### src/rtl/frame_byte_aligner.sv
module frame_byte_aligner #(
  parameter int BW = 8,
  parameter int NB = 4,
  parameter logic [BW-1:0] A1 = 8'hF6,
  parameter logic [BW-1:0] A2 = 8'h28
) (
  input  logic              clk,
  input  logic              rst_n,
  input  logic              search_en,
  input  logic [BW*NB-1:0]  din,
  output logic [BW*NB-1:0]  dout,
  output logic              pattdet
);
  localparam int W  = BW * NB;
  localparam int RW = $clog2(NB);

  logic [W-1:0]   prev;
  logic [RW-1:0]  rot, new_rot, eff_rot;
  logic           hit_any;
  logic [2*W-1:0] win, shifted;
  logic [RW:0]    start;
  logic [W-1:0]   aligned;

  assign win = {prev, din};

  always_comb begin
    hit_any = 1'b0;
    new_rot = '0;
    for (int i = NB - 1; i >= 0; i--) begin
      if (win[2*W-1-BW*(NB-1+i) -: BW] == A1 && win[2*W-1-BW*(NB+i) -: BW] == A2) begin
        hit_any = 1'b1;
        new_rot = RW'(i);
      end
    end
  end

  assign eff_rot = (search_en && hit_any) ? new_rot : rot;
  assign start   = (eff_rot == '0) ? (RW+1)'(NB) : {1'b0, eff_rot};
  assign shifted = win << (BW * start);
  assign aligned = shifted[2*W-1 -: W];

  always_ff @(posedge clk or negedge rst_n) begin
    if (!rst_n) begin
      prev    <= '0;
      rot     <= '0;
      dout    <= '0;
      pattdet <= 1'b0;
    end else begin
      prev    <= din;
      rot     <= eff_rot;
      dout    <= aligned;
      pattdet <= (dout == {NB{A1}}) && (aligned == {NB{A2}});
    end
  end
endmodule


### config.mk
export PLATFORM = sky130hd
export DESIGN_NAME = frame_byte_aligner
export DESIGN_NICKNAME = d
export VERILOG_FILES = /design/src/rtl/frame_byte_aligner.sv
export SDC_FILE = /design/constraint.sdc
export NUM_CORES = 1
export LEC_CHECK = 0
export CORE_MARGIN = 10
export CORE_UTILIZATION = 45
export CTS_BUF_LIST = sky130_fd_sc_hd__clkbuf_4 sky130_fd_sc_hd__clkbuf_8
export CTS_CLUSTER_SIZE = 25
export DETAILED_ROUTE_END_ITERATION = 10
export PLACE_DENSITY_LB_ADDON = 0.25
export SLEW_MARGIN = 30
export SYNTH_ARGS = -nofsm -noshare
export SYNTH_HDL_FRONTEND = slang
export SYNTH_SLANG_ARGS = --single-unit
### constraint.sdc
create_clock -name clk -period 6.2 [get_ports clk]
set_input_delay 1.55 -clock clk [delete_from_list [all_inputs] [get_ports clk]]
set_output_delay 1.55 -clock clk [all_outputs]
set_load 0.03 [all_outputs]
==> flow_summary.toml, run 1 <==
[logic_synthesis]
syn_inst = 250
synth.most_common_cell = "dfrtp_1"
yosys.area.top_type = "dfrtp_1"
yosysWarnings = 0
ys.flop_type = "dfrtp_1"
syn_area_sq_um = 2790
synth.top_cell.area_share_pct = 52.9
synthTopCellsByCount = "dfrtp_1, nor2_1, mux2i_1"
synth_cell_types = 30
syn_nets = 285
synth-edff-count = 0
ys_seq_area_share_pct = 52.9
ys_top_cells_by_area = "dfrtp_1, mux2i_1, nor2_1"
synthArstFlopShare_pct = 100
avgSynthCellArea_sq_um = 11.2
synth-seq-cells = 59

[critical_path]
worstReg2RegEnd = "pattdet$_DFF_PN0_"
ff2ff_setup_slack_ns = 2.57
cp-start-kind = "primary input"
crit_path_max_fanout = 45
r2r_cells = 10
crit_required_ns = 6.44
critPathKind = "in2reg"
cp-end-kind = "register"
worstReg2RegStart = "prev[3]$_DFF_PN0_"
crit_arrival_ns = 5.20

[sta]
fmax_mhz = 202
finalHoldViolations = 0
worst_slew_pin_slew_ns = 0.720
fin_tns_setup_ns = 0
drv_slew = 0
rsz0062_at_grt = "false"
fin_crit_ns = 4.96
finalSetupViolations = 0
min_period_over_period_pct = 80.0
fin_skew_ns = 0.00665
slew_headroom_pct = 52.0

[clock_network]
cts-hold-fix-buffers = 0
clk_latency_ns = 0.34
cts-buffers-inserted = 9
ctsResizeCount = 0
post_cts_buffers = 0
cts_sinks = 59
path_clk_slew_ns = 0.07
cts_tree = "yes"
clock-root-buffer = "clkbuf_8"
cts.path.max_buffers = 2
h-tree-depth = 3

[layout]
diodes = 0
area_growth_pct = 32.1
layout-drive-gt1-share_pct = 9.88
final_util_pct = 61.9
nNetsFinal = 354
fill_cells = 520

[power_and_ir_drop]
leakage_nw = 1.45
power.density_nw_per_um2 = 232
peakVddDrop_mv = 0.115

[placed_design]
port_buffers = 67
dp_hpwl_um = 6440
place.gp.congestion = 0.941

[floorplan]
design.die.area_sq_um = 9760
dieWidth_um = 98.8
coreArea_sq_um = 5960
rows = 28
ios = 68
dieHeight_um = 98.8
initial_core_util_pct = 46.9

[detailed_routing]
wl_per_cell_um = 21.0
drt-vias-per-instance = 6.00
via_count = 2394
drt-total-wl_um = 8390
drt_first_pass_iters = 4
drtAntennaViolNets = 0
drtIter0Drc = 277
drcViolationCount = 0

[status]
status = "completed"

[global_routing]
antenna_found_initial = 0
grt_use_total_pct = 17.4
grt_pass1_vias = 2444
grt_first_pass_wirelength_um = 13500
grt.overflow.total = 0
grt_start_max_net_pins = 60

[min_path]
min_path_cells = 1
hold_class = "reg2reg"
hold_end = "dout[27]$_DFF_PN0_"
worstHoldStart = "prev[19]$_DFF_PN0_"

[flow_run]
maxCapViolCount = 0
[cells by family (layout without fill, tap and decap cells)]
family	count (synthesis)	count (layout)	share of synthesized area, %
buffers and inverters	18	92	3.85
AO/OA/AOI/OAI	53	53	11.2
flip-flops	59	59	52.9
multiplexers	31	31	12.9
AND/OR/NAND/NOR	89	89	19.2
[power breakdown]
group | switching [W] | internal (W)
clock network | 0.000150 | 0.000170
logic | 0.0000676 | 0.0000529
registers | 0.0000109 | 0.000404
[sequential cells by signal, indices dropped and copies added (netlist names)]
register / flops
pattdet: 1
rot: 2
prev: 24
dout: 32
[critical path, stage by stage]
cell             delay (ns)
clkdlybuf4s50_1        0.53
or4b_1                 0.58
or4_1                  0.51
o211ai_1               0.11
o21a_1                 0.18
buf_4                  0.45
nor2_1                 0.08
o22ai_1                0.29
nor4bb_1               0.44
nand4_1                0.16
nor4_2                 0.30
[cell type report]
| class | instances | area (sq um) | share of cell area, % |
|---|---|---|---|
| Sequential cell | 59 | 1480 | 40.0 |
| Multi-Input combinational cell | 173 | 1210 | 32.9 |
| Timing Repair Buffer | 73 | 711 | 19.3 |
| Clock buffer | 12 | 159 | 4.31 |
| Tap cell | 75 | 93.8 | 2.54 |
| Clock inverter | 4 | 25.0 | 0.678 |
| Inverter | 3 | 11.3 | 0.305 |
[worst max path at each step]
stage | startpoint | to | depth (start not counted) | slack, ns
global route | din[8] | pattdet$_DFF_PN0_ | 11 | 1.04
CTS | din[30] | pattdet$_DFF_PN0_ | 11 | 1.22
global placement | din[20] | pattdet$_DFF_PN0_ | 11 | 0.85
floorplan | din[25] | pattdet$_DFF_PN0_ | 13 | 2.04
detailed placement | din[20] | pattdet$_DFF_PN0_ | 11 | 0.87
finish | din[30] | pattdet$_DFF_PN0_ | 11 | 1.24
[metrics by stage]
| stage | worst slack [ns] | hold slack [ns] | total power (W) | area [sq um] | cells |
|---|---|---|---|---|---|
| 2_1_floorplan | 2.04 | 0.552 | 0.000466 | 2790 | 250 |
| 6_report | 1.24 | 0.602 | 0.000854 | 3690 | 399 |
| 4_1_cts | 1.22 | 0.603 | 0.000860 | 3680 | 399 |
| 3_3_place_gp | 0.849 | 0.586 | 0.000541 | 3500 | 383 |
| 5_1_grt | 1.04 | 0.631 | 0.000888 | 3690 | 399 |
| 3_5_place_dp | 0.873 | 0.578 | 0.000543 | 3500 | 383 |
[metal layers]
layer	GRT usage [%]	vias to the layer above	part of all wire [%]
li1	-	1077	-
met1	22.8	1174	43
met2	25.1	124	45
met3	5.94	19	9.5
met4	8.49	0	2.4
met5	0	-	0
[cells in the final DEF (no fill, tap or decap), types with 8 or more instances in the layout]
cell,synthesis,routed
mux2i_1,27,27
nor4_1,10,10
nand4b_1,8,8
dfrtp_1,59,59
clkdlybuf4s50_1,0,66
o22ai_1,12,12
o21ai_1,13,12
clkbuf_8,0,11
nor2_1,43,43
o21ai_0,17,17
Note: power is estimated with default switching activity, not from simulation.
==> inputs of run 2 (changes only) <==
==> constraint.sdc (replaced) <==
create_clock -name clk -period 4 [get_ports clk]
set_input_delay 1 -clock clk [delete_from_list [all_inputs] [get_ports clk]]
set_output_delay 1 -clock clk [all_outputs]
set_load 0.03 [all_outputs]
==> run 2 against run 1 <==
Compared with the run above:
- the run now ends with negative setup slack left
- register-to-register slack lost 1.9 ns
- sequential power grew 55%
- first-iteration DRC count grew 23%
- clock skew shrank 0.0011 ns
- utilization grew 14 points
- flip-flop and latch count is the same
- cell area grew 22%
- total power grew 69%
- via count grew 20%
- combinational power grew 110%
- hold slack gained 0.089 ns
- non-clock buffer count grew 81
- highest routed layer unchanged
==> flow_summary.toml, run 2 (same netlist as run 1, synthesis figures left out) <==
[clock_network]
cts_tree = "yes"
cts-hold-fix-buffers = 0
clock-root-buffer = "clkbuf_8"
h-tree-depth = 3
cts-buffers-inserted = 9
clk_latency_ns = 0.35
cts_sinks = 59
cts.path.max_buffers = 2
path_clk_slew_ns = 0.06

[detailed_routing]
drt_first_pass_iters = 5
drtIter0Drc = 340
wl_per_cell_um = 20.8
drt-vias-per-instance = 5.99
drtAntennaViolNets = 0
drt-total-wl_um = 9990
drcViolationCount = 0
via_count = 2869

[power_and_ir_drop]
leakage_nw = 1.95
peakVddDrop_mv = 0.178
power.density_nw_per_um2 = 321

[layout]
nNetsFinal = 435
largest-register = "dout"
final_cell_mix = "buf_4, clkdlybuf4s50_1, dfrtp_1"
final_common_cell = "buf_4"
area_growth_pct = 61.4
layout-drive-gt1-share_pct = 32.7
largest_register_ffs = 32
layoutNonFillerInstCount = 479
largestRegisters = "dout x32, prev x24, rot x2"
diodes = 0

[status]
violations = "negative setup slack"
status = "finished with violations"

[placed_design]
dpl.cell_count = 462
place.gp.congestion = 0.959
port_buffers = 67
dp_hpwl_um = 7410

[global_routing]
grt.overflow.total = 0
grt_use_total_pct = 19.6
grt_start_max_net_pins = 39
grt_first_pass_wirelength_um = 15200
antenna_found_initial = 0
grt_pass1_vias = 2886

[critical_path]
cp-end-kind = "register"
cp-start-kind = "primary input"
critPathKind = "in2reg"
crit_path_max_fanout = 14
crit_arrival_ns = 4.34
crit_required_ns = 4.25

[floorplan]
coreArea_sq_um = 5960
dieWidth_um = 98.8
design.die.area_sq_um = 9760
ios = 68
initial_core_util_pct = 46.9
rows = 28
dieHeight_um = 98.8

[sta]
whs_ns = 0.691
slew_headroom_pct = 43.6
fin_crit_ns = 4.08
fin_tns_setup_ns = -0.0839
setup_ws_ns = -0.0839
worst_slew_pin_slew_ns = 0.846
finalHoldViolations = 0
fin_skew_ns = 0.00553
fmax_mhz = 245
min_period_over_period_pct = 102
finalSetupViolations = 1
drv_slew = 0

[min_path]
hold_class = "reg2reg"

[flow_run]
maxCapViolCount = 0
[run 2: changes by cell type in the layout (fill, tap and decap cells not counted), moves of 6 or more]
cell / previous run / this run
o21ai_1: 12 / 20
o22ai_2: 0 / 6
nor4_1: 10 / 4
o21ai_0: 17 / 9
buf_4: 6 / 83
o22ai_1: 12 / 6
[run 2: worst max-delay path: stages]
cell and delay (ns):
clkdlybuf4s50_1 0.48, or4b_4 0.58, nor4_2 0.41, o21ai_0 0.21, o21ai_1 0.24, inv_1 0.14
buf_12 0.18, buf_4 0.15, o21ai_1 0.10, o22ai_2 0.13, nor4bb_4 0.28, nand4_1 0.14
nor4_2 0.29
[run 2: final cells by class]
class	instances	area, sq um
clock buffer	13	166
sequential	59	1480
clock inverter	2	35.0
timing repair buffer	154	1360
fill	384	1450
tap	75	93.8
multi-input combinational	173	1360
inverter	3	11.3
[run 2: stage by stage]
step | area (sq um) | setup WS (ns) | total power (W) | util (%)
2_1_floorplan | 2790 | 0.385 | 0.000723 | -
3_3_place_gp | 4130 | -0.258 | 0.000883 | 69.4
3_5_place_dp | 4130 | -0.327 | 0.000888 | 69.4
4_1_cts | 4340 | 0.0135 | 0.00144 | 72.9
5_1_grt | 4510 | -0.145 | 0.00150 | 75.7
6_report | 4510 | -0.0839 | 0.00145 | 75.7
[run 2: final timing paths]
| check | from | end | slack [ns] | cells past startpoint |
|---|---|---|---|---|
| min | prev[19]$_DFF_PN0_ | dout[27]$_DFF_PN0_ | 0.69 | 1 |
| min in group asynchronous | rst_n | pattdet$_DFF_PN0_ | 0.76 | 1 |
| min reg2reg | prev[19]$_DFF_PN0_ | dout[27]$_DFF_PN0_ | 0.69 | 1 |
| max in group asynchronous | rst_n | dout[17]$_DFF_PN0_ | 2.44 | 2 |
| max reg2reg | prev[3]$_DFF_PN0_ | pattdet$_DFF_PN0_ | 0.63 | 12 |
| max | din[30] | pattdet$_DFF_PN0_ | -0.08 | 13 |
[run 2: per-layer routing]
metal,wire (um),vias up,part of all wire [%],global-route usage (%)
li1,-,1249,-,-
met1,3750,1375,38,22.7
met2,4700,199,47,31.8
met3,1060,46,11,6.84
met4,473,0,4.7,9.04
met5,0,-,0,0
[run 2: power by group]
part | leakage (nW) | total, W | switching [W] | internal (W)
sequential | 0.689 | 0.000643 | 0.0000169 | 0.000626
clock | 0.106 | 0.000555 | 0.000224 | 0.000331
combinational | 1.16 | 0.000250 | 0.000125 | 0.000125
total | 1.95 | 0.00145 | 0.000366 | 0.00108
[run 2: what timing repair did]
| action | 4_1_cts | 5_1_grt |
|---|---|---|
| gates cloned | 0 | 0 |
| resized for setup | 1 | 35 |
| pin swaps | 0 | 7 |
| endpoints found under the setup margin | 1 | 1 |
| setup buffers | 0 | 2 |
